--- src/rtl/irpw_periph.sv ---
module irpw_periph #(
  parameter int DIV_W  = 14,
  parameter int SYNC_N = 2
) (
  input  logic        clk,
  input  logic        rst_n,
  input  logic [1:0]  reg_idx,
  input  logic        reg_wr,
  input  logic [15:0] reg_wdata,
  output logic [15:0] reg_rdata,
  input  logic        ir_in,
  output logic        irq,
  output logic        carrier_out
);

  localparam logic [3:0]  MAX_CODE  = 4'(DIV_W);
  localparam logic [15:0] SET_WMASK = 16'hFF03;
  localparam logic [15:0] INT_WMASK = 16'h0303;
  localparam logic [15:0] LCNT_MAX  = 16'hFFFF;

  logic [15:0]       set_q, car_q, lcnt_q;
  logic [1:0]        flg_q, ien_q;
  logic [DIV_W-1:0]  div_q;
  logic [SYNC_N-1:0] sync_q;
  logic              ir_prev;
  logic [7:0]        car_cnt;
  logic              car_hi;

  wire en     = set_q[0];
  wire rx_on  = set_q[0] &  set_q[1];
  wire tx_on  = set_q[0] & ~set_q[1];
  wire ir_s   = sync_q[SYNC_N-1];
  wire rise   = rx_on &  ir_s & ~ir_prev;
  wire fall   = rx_on & ~ir_s &  ir_prev;
  wire wr_set = reg_wr && (reg_idx == 2'd0);
  wire wr_car = reg_wr && (reg_idx == 2'd1);
  wire wr_int = reg_wr && (reg_idx == 2'd3);
  wire [15:0] int_w = reg_wdata & INT_WMASK;

  function automatic logic tick_of(input logic [3:0] code, input logic [DIV_W-1:0] cnt);
    logic [DIV_W-1:0] m;
    m = ~({DIV_W{1'b1}} << code);
    return (code <= MAX_CODE) && ((cnt & m) == m);
  endfunction

  wire lc_tick = en & tick_of(set_q[11:8], div_q);
  wire cg_tick = en & tick_of(set_q[15:12], div_q);
  wire [7:0] car_lim = car_hi ? car_q[15:8] : car_q[7:0];

  always_ff @(posedge clk or negedge rst_n) begin
    if (!rst_n) begin
      sync_q  <= '0;
      ir_prev <= 1'b0;
    end else begin
      sync_q  <= {sync_q[SYNC_N-2:0], ir_in};
      ir_prev <= ir_s;
    end
  end

  always_ff @(posedge clk or negedge rst_n) begin
    if (!rst_n) begin
      set_q <= '0;
      car_q <= '0;
      ien_q <= '0;
      flg_q <= '0;
    end else begin
      if (wr_set) set_q <= reg_wdata & SET_WMASK;
      if (wr_car) car_q <= reg_wdata;
      if (wr_int) ien_q <= int_w[9:8];
      flg_q <= (flg_q & ~(wr_int ? int_w[1:0] : 2'b00)) | {fall, rise};
    end
  end

  always_ff @(posedge clk or negedge rst_n) begin
    if (!rst_n)   div_q <= '0;
    else if (!en) div_q <= '0;
    else          div_q <= div_q + 1'b1;
  end

  always_ff @(posedge clk or negedge rst_n) begin
    if (!rst_n)                                       lcnt_q <= '0;
    else if (rise || fall)                            lcnt_q <= '0;
    else if (rx_on && lc_tick && lcnt_q != LCNT_MAX)  lcnt_q <= lcnt_q + 1'b1;
  end

  always_ff @(posedge clk or negedge rst_n) begin
    if (!rst_n) begin
      car_cnt <= '0;
      car_hi  <= 1'b1;
    end else if (!tx_on) begin
      car_cnt <= '0;
      car_hi  <= 1'b1;
    end else if (cg_tick) begin
      if (car_cnt == car_lim) begin
        car_cnt <= '0;
        car_hi  <= ~car_hi;
      end else begin
        car_cnt <= car_cnt + 1'b1;
      end
    end
  end

  always_comb begin
    case (reg_idx)
      2'd0:    reg_rdata = set_q;
      2'd1:    reg_rdata = car_q;
      2'd2:    reg_rdata = lcnt_q;
      default: reg_rdata = {6'b0, ien_q, 6'b0, flg_q};
    endcase
  end

  assign irq         = |(flg_q & ien_q);
  assign carrier_out = tx_on & car_hi;

  assert_edge_zero_R7: assert property (@(posedge clk) disable iff (!rst_n)
    (rise || fall) |=> (lcnt_q == 16'h0000));

  assert_sat_hold_R9: assert property (@(posedge clk) disable iff (!rst_n)
    (lcnt_q == LCNT_MAX && !rise && !fall) |=> (lcnt_q == LCNT_MAX));

  assert_rise_gate_R10: assert property (@(posedge clk) disable iff (!rst_n)
    $rose(flg_q[0]) |-> $past(rx_on));

  assert_fall_gate_R10: assert property (@(posedge clk) disable iff (!rst_n)
    $rose(flg_q[1]) |-> $past(rx_on));

  assert_flag_sticky_R6: assert property (@(posedge clk) disable iff (!rst_n)
    (flg_q[1] && !wr_int) |=> flg_q[1]);

  assert_irq_gate_R5: assert property (@(posedge clk) disable iff (!rst_n)
    irq |-> (ien_q != 2'b00));

  assert_carrier_mode_R11: assert property (@(posedge clk) disable iff (!rst_n)
    carrier_out |-> (en && !set_q[1]));

endmodule

--- config.mk ---
export PLATFORM = sky130hd
export DESIGN_NAME = irpw_periph
export DESIGN_NICKNAME = d
export VERILOG_FILES = /design/src/rtl/irpw_periph.sv
export SDC_FILE = /design/constraint.sdc
export NUM_CORES = 1
export LEC_CHECK = 0
export ABC_AREA = 1
export CAP_MARGIN = 25
export CORE_UTILIZATION = 40
export CTS_CLUSTER_DIAMETER = 80
export CTS_CLUSTER_SIZE = 16
export DETAILED_ROUTE_END_ITERATION = 10
export DONT_BUFFER_PORTS = 1
export GPL_ROUTABILITY_DRIVEN = 0
export SLEW_MARGIN = 20
export SYNTH_ARGS = -nofsm -noshare
export SYNTH_HDL_FRONTEND = slang
export SYNTH_SLANG_ARGS = --single-unit
--- constraint.sdc ---
create_clock -name clk -period 2.9 [get_ports clk]
set_input_delay 0 -clock clk [delete_from_list [all_inputs] [get_ports clk]]
set_output_delay 0 -clock clk [all_outputs]
set_load 0.02 [all_outputs]
==> results by group <==
Status
  • Outcome: complete, no violations

Global route
  • Global-route wire length before repair: 19500 µm
  • GRT Total Usage: 0.224
  • Total grt overflow: 0
  • Vias in the first global route: 3807
  • Initial antenna violation count: 0
  • Largest net degree at the start of global routing: 73

Synthesis
  • Top FF cell, synth: dfrtp_1
  • EDFF count, synth: 0
  • Largest family of logic cells by synthesized area: simple AND/OR/NAND/NOR gates
  • Yosys top cell area share: 0.408
  • Synth Area in Adders: 0.00863
  • Yosys cell types: 34
  • Mapped cell area: 4350 µm²
  • Proportion of synthesized area in mux cells: 0
  • Syn Area/Cell: 6.91 µm²
  • Simple-Gate Fraction of Synth Area: 0.343
  • Compound-Gate Fraction of Synth Area: 0.0869
  • Ys async rst share: 1.00
  • Ys Warns: 0
  • Synth cell count leaders: nand2_1 (207), inv_1 (95), dfrtp_1 (71), nand3_1 (64), nor2_1 (45)
  • Syn Inst Count: 630
  • XOR/XNOR share of the synthesized area: 0.0423
  • Synthesized flop and latch total: 72
  • Synth area leaders: dfrtp_1 (41%), nand2_1 (18%), inv_1 (8.2%)
  • Post-synth top area cell: dfrtp_1
  • Sequential area share after synthesis: 0.414
  • Top-count cell post-synth: nand2_1
  • Synthesized net count: 655

Cells and area
  • FF+latch area: 1800 µm²
  • Nets: 672
  • Area of the multi-input gates: 2090 µm²
  • Inserted Diodes: 0
  • Syn-to-layout area delta: 11.5%
  • Fillers: 1052
  • Share of cells above drive strength 1: 0.0429

Timing
  • Unrepaired setup endpoints after global routing: no
  • Rel. slew slack: 0.349
  • Max Freq: 504 MHz
  • Worst slew pin tran: 0.974 ns
  • Worst hold slack: 0.0902 ns
  • Final setup viols: 0
  • Final Hold Fails: 0
  • Fin crit share: 0.684
  • Final max-slew violation count: 0
  • Fin crit period: 1.98 ns
  • Sum of negative setup slack: 0 ns
  • Setup ws final: 0.917 ns
  • Clk_skew: 0.0113 ns

Worst setup path
  • CP startpoint kind: flip-flop
  • Worst Setup End Kind: flip-flop
  • Crit path DAT: 2.28 ns
  • Setup Crit Path Kind: flip-flop to flip-flop
  • Critical Path RT: 3.19 ns
  • Worst-path fanout max: 11

Pwr
  • Clock share of power: 0.298
  • Seq pwr share: 0.478
  • Logic pwr share: 0.224
  • Pwr/cell area: 520 nW/µm²
  • Net Sw Power: 888 µW
  • Lkg Pwr: 0.00252 µW
  • Sw Ratio: 0.352
  • Pint: 1640 µW
  • Peak supply drop: 0.382 mV

Place
  • DP Worst Slack: 0.956 ns
  • Detailed placer's ending HPWL: 8350 µm
  • PortBufs: 0

Detailed routing
  • Routed WL: 11600 µm
  • First DRT Iteration DRCs: 301
  • Via Count: 4052
  • Wire per inst: 14.7 µm
  • Drt via density: 5.14
  • Pre-antenna DRT Iters: 5
  • Drc violations: 0
  • Antenna-violating nets left: 0

Clock network
  • # H-tree levels: 3
  • Reg clk slew, reported paths: 0.08 ns
  • Latest clock arrival within the worst-skew pair: 0.37 ns
  • Root buf cell: clkbuf_8
  • Cells resized by post-CTS repair: 0
  • Inserted Clock Buffers: 9
  • CTS sink cnt: 72
  • CTS tree: done
  • Clock buffer depth: 2

Floorplanning
  • Height of the die: 106 µm
  • Die area: 11300 µm²
  • Starting Density: 0.418
  • Core Region: 10400 µm²
  • Floorplan row count: 37
  • Chip width: 106 µm
  • # IOs: 40

Flow run
  • Number of max-cap violations: 0

Hold path
  • Worst hold path type: input pin to flip-flop
-- through the flow --
step	power, µW	util	std cells	area, µm²
2_1_floorplan	1610	-	630	4350
3_3_place_gp	1730	0.428	752	4460
3_5_place_dp	1740	0.428	752	4460
4_1_cts	2540	0.466	788	4850
5_1_grt	2680	0.466	788	4850
6_report	2530	0.466	788	4850
-- metal layers --
layer,track usage,up-vias,part of all wire
li1,-,2031,-
met1,0.332,1921,0.52
met2,0.320,88,0.42
met3,0.0435,12,0.047
met4,0.0804,0,0.014
met5,0,-,0
-- power groups by stage --
stage	combinational (µW)	clock, µW	sequential (µW)
after floorplan	446	0	1170
after global placement	505	0	1220
after detailed placement	518	0	1220
after CTS	565	770	1200
after global routing	654	804	1220
final	567	753	1210
-- path summary, 6_finish.rpt --
path	start	endpoint	slack [ns]	cells past startpoint
max	car_hi$_DFFE_PN1P_	car_hi$_DFFE_PN1P_	0.92	13
min	reg_idx[1]	ien_q[1]$_DFFE_PN0P_	0.09	4
max reg2reg	car_hi$_DFFE_PN1P_	car_hi$_DFFE_PN1P_	0.92	13
min reg2reg	sync_q[0]$_DFF_PN0_	sync_q[1]$_DFF_PN0_	0.36	0
max in group asynchronous	rst_n	car_hi$_DFFE_PN1P_	2.38	2
min in group asynchronous	rst_n	lcnt_q[7]$_DFFE_PN0P_	0.18	2
-- critical path, stage by stage, from the launching register on --
cell,delay (ns)
dfstp_2,0.63
clkinv_1,0.27
nand2_1,0.16
nand2_1,0.06
nand2_1,0.05
nand2_1,0.05
inv_1,0.04
nand2_1,0.04
nor2_1,0.08
nand2_1,0.23
nand2_1,0.15
nand2_1,0.06
nand2_1,0.05
nand2_1,0.04
-- cells in the final DEF (no fill, tap or decap), drive strengths merged, types with 2 or more instances in the layout --
cell type,Yosys,final
inv,97,97
dlygate4sd3,0,19
nor3,8,8
xor2,19,19
buf,7,4
o22ai,4,4
nand4,14,14
ha,3,3
o21ai,38,38
a21oi,16,16
nand2,208,208
nor2,48,48
o21bai,2,2
nand3,66,66
nor4,3,3
xnor2,2,2
dfrtp,71,71
clkinvlp,0,2
clkbuf,10,14
nand3b,3,3
o211ai,4,4
-- layout make-up --
type,instances,area share
clock buffer,14,0.0335
clock inverter,2,0.00309
timing repair buffer,23,0.0495
multi-input combinational,443,0.431
sequential,72,0.372
inverter,98,0.0758
tap,136,0.0351
-- sequential cells by signal, summed over array words and instances (netlist names) --
name,flops
car_cnt,8
sync_q,2
lcnt_q,16
car_hi,1
flg_q,2
car_q,16
ien_q,2
ir_prev,1
set_q,10
div_q,14
-- kinds of logic (layout without fill, tap and decap cells) --
group | Yosys count | after routing
DFF | 72 | 72
buffers and inverters | 115 | 137
adders and majority gates | 3 | 3
and+or+nand+nor | 351 | 351
AOI/OAI and AO/OA | 68 | 68
xor gates and xnor gates | 21 | 21
-- timing repair --
item | 4_1_cts | 5_1_grt
hold endpoints to repair | 103 | 0
hold buffers | 20 | 0
buffers inserted | 0 | 0
Note: power is estimated with default switching activity, not from simulation.
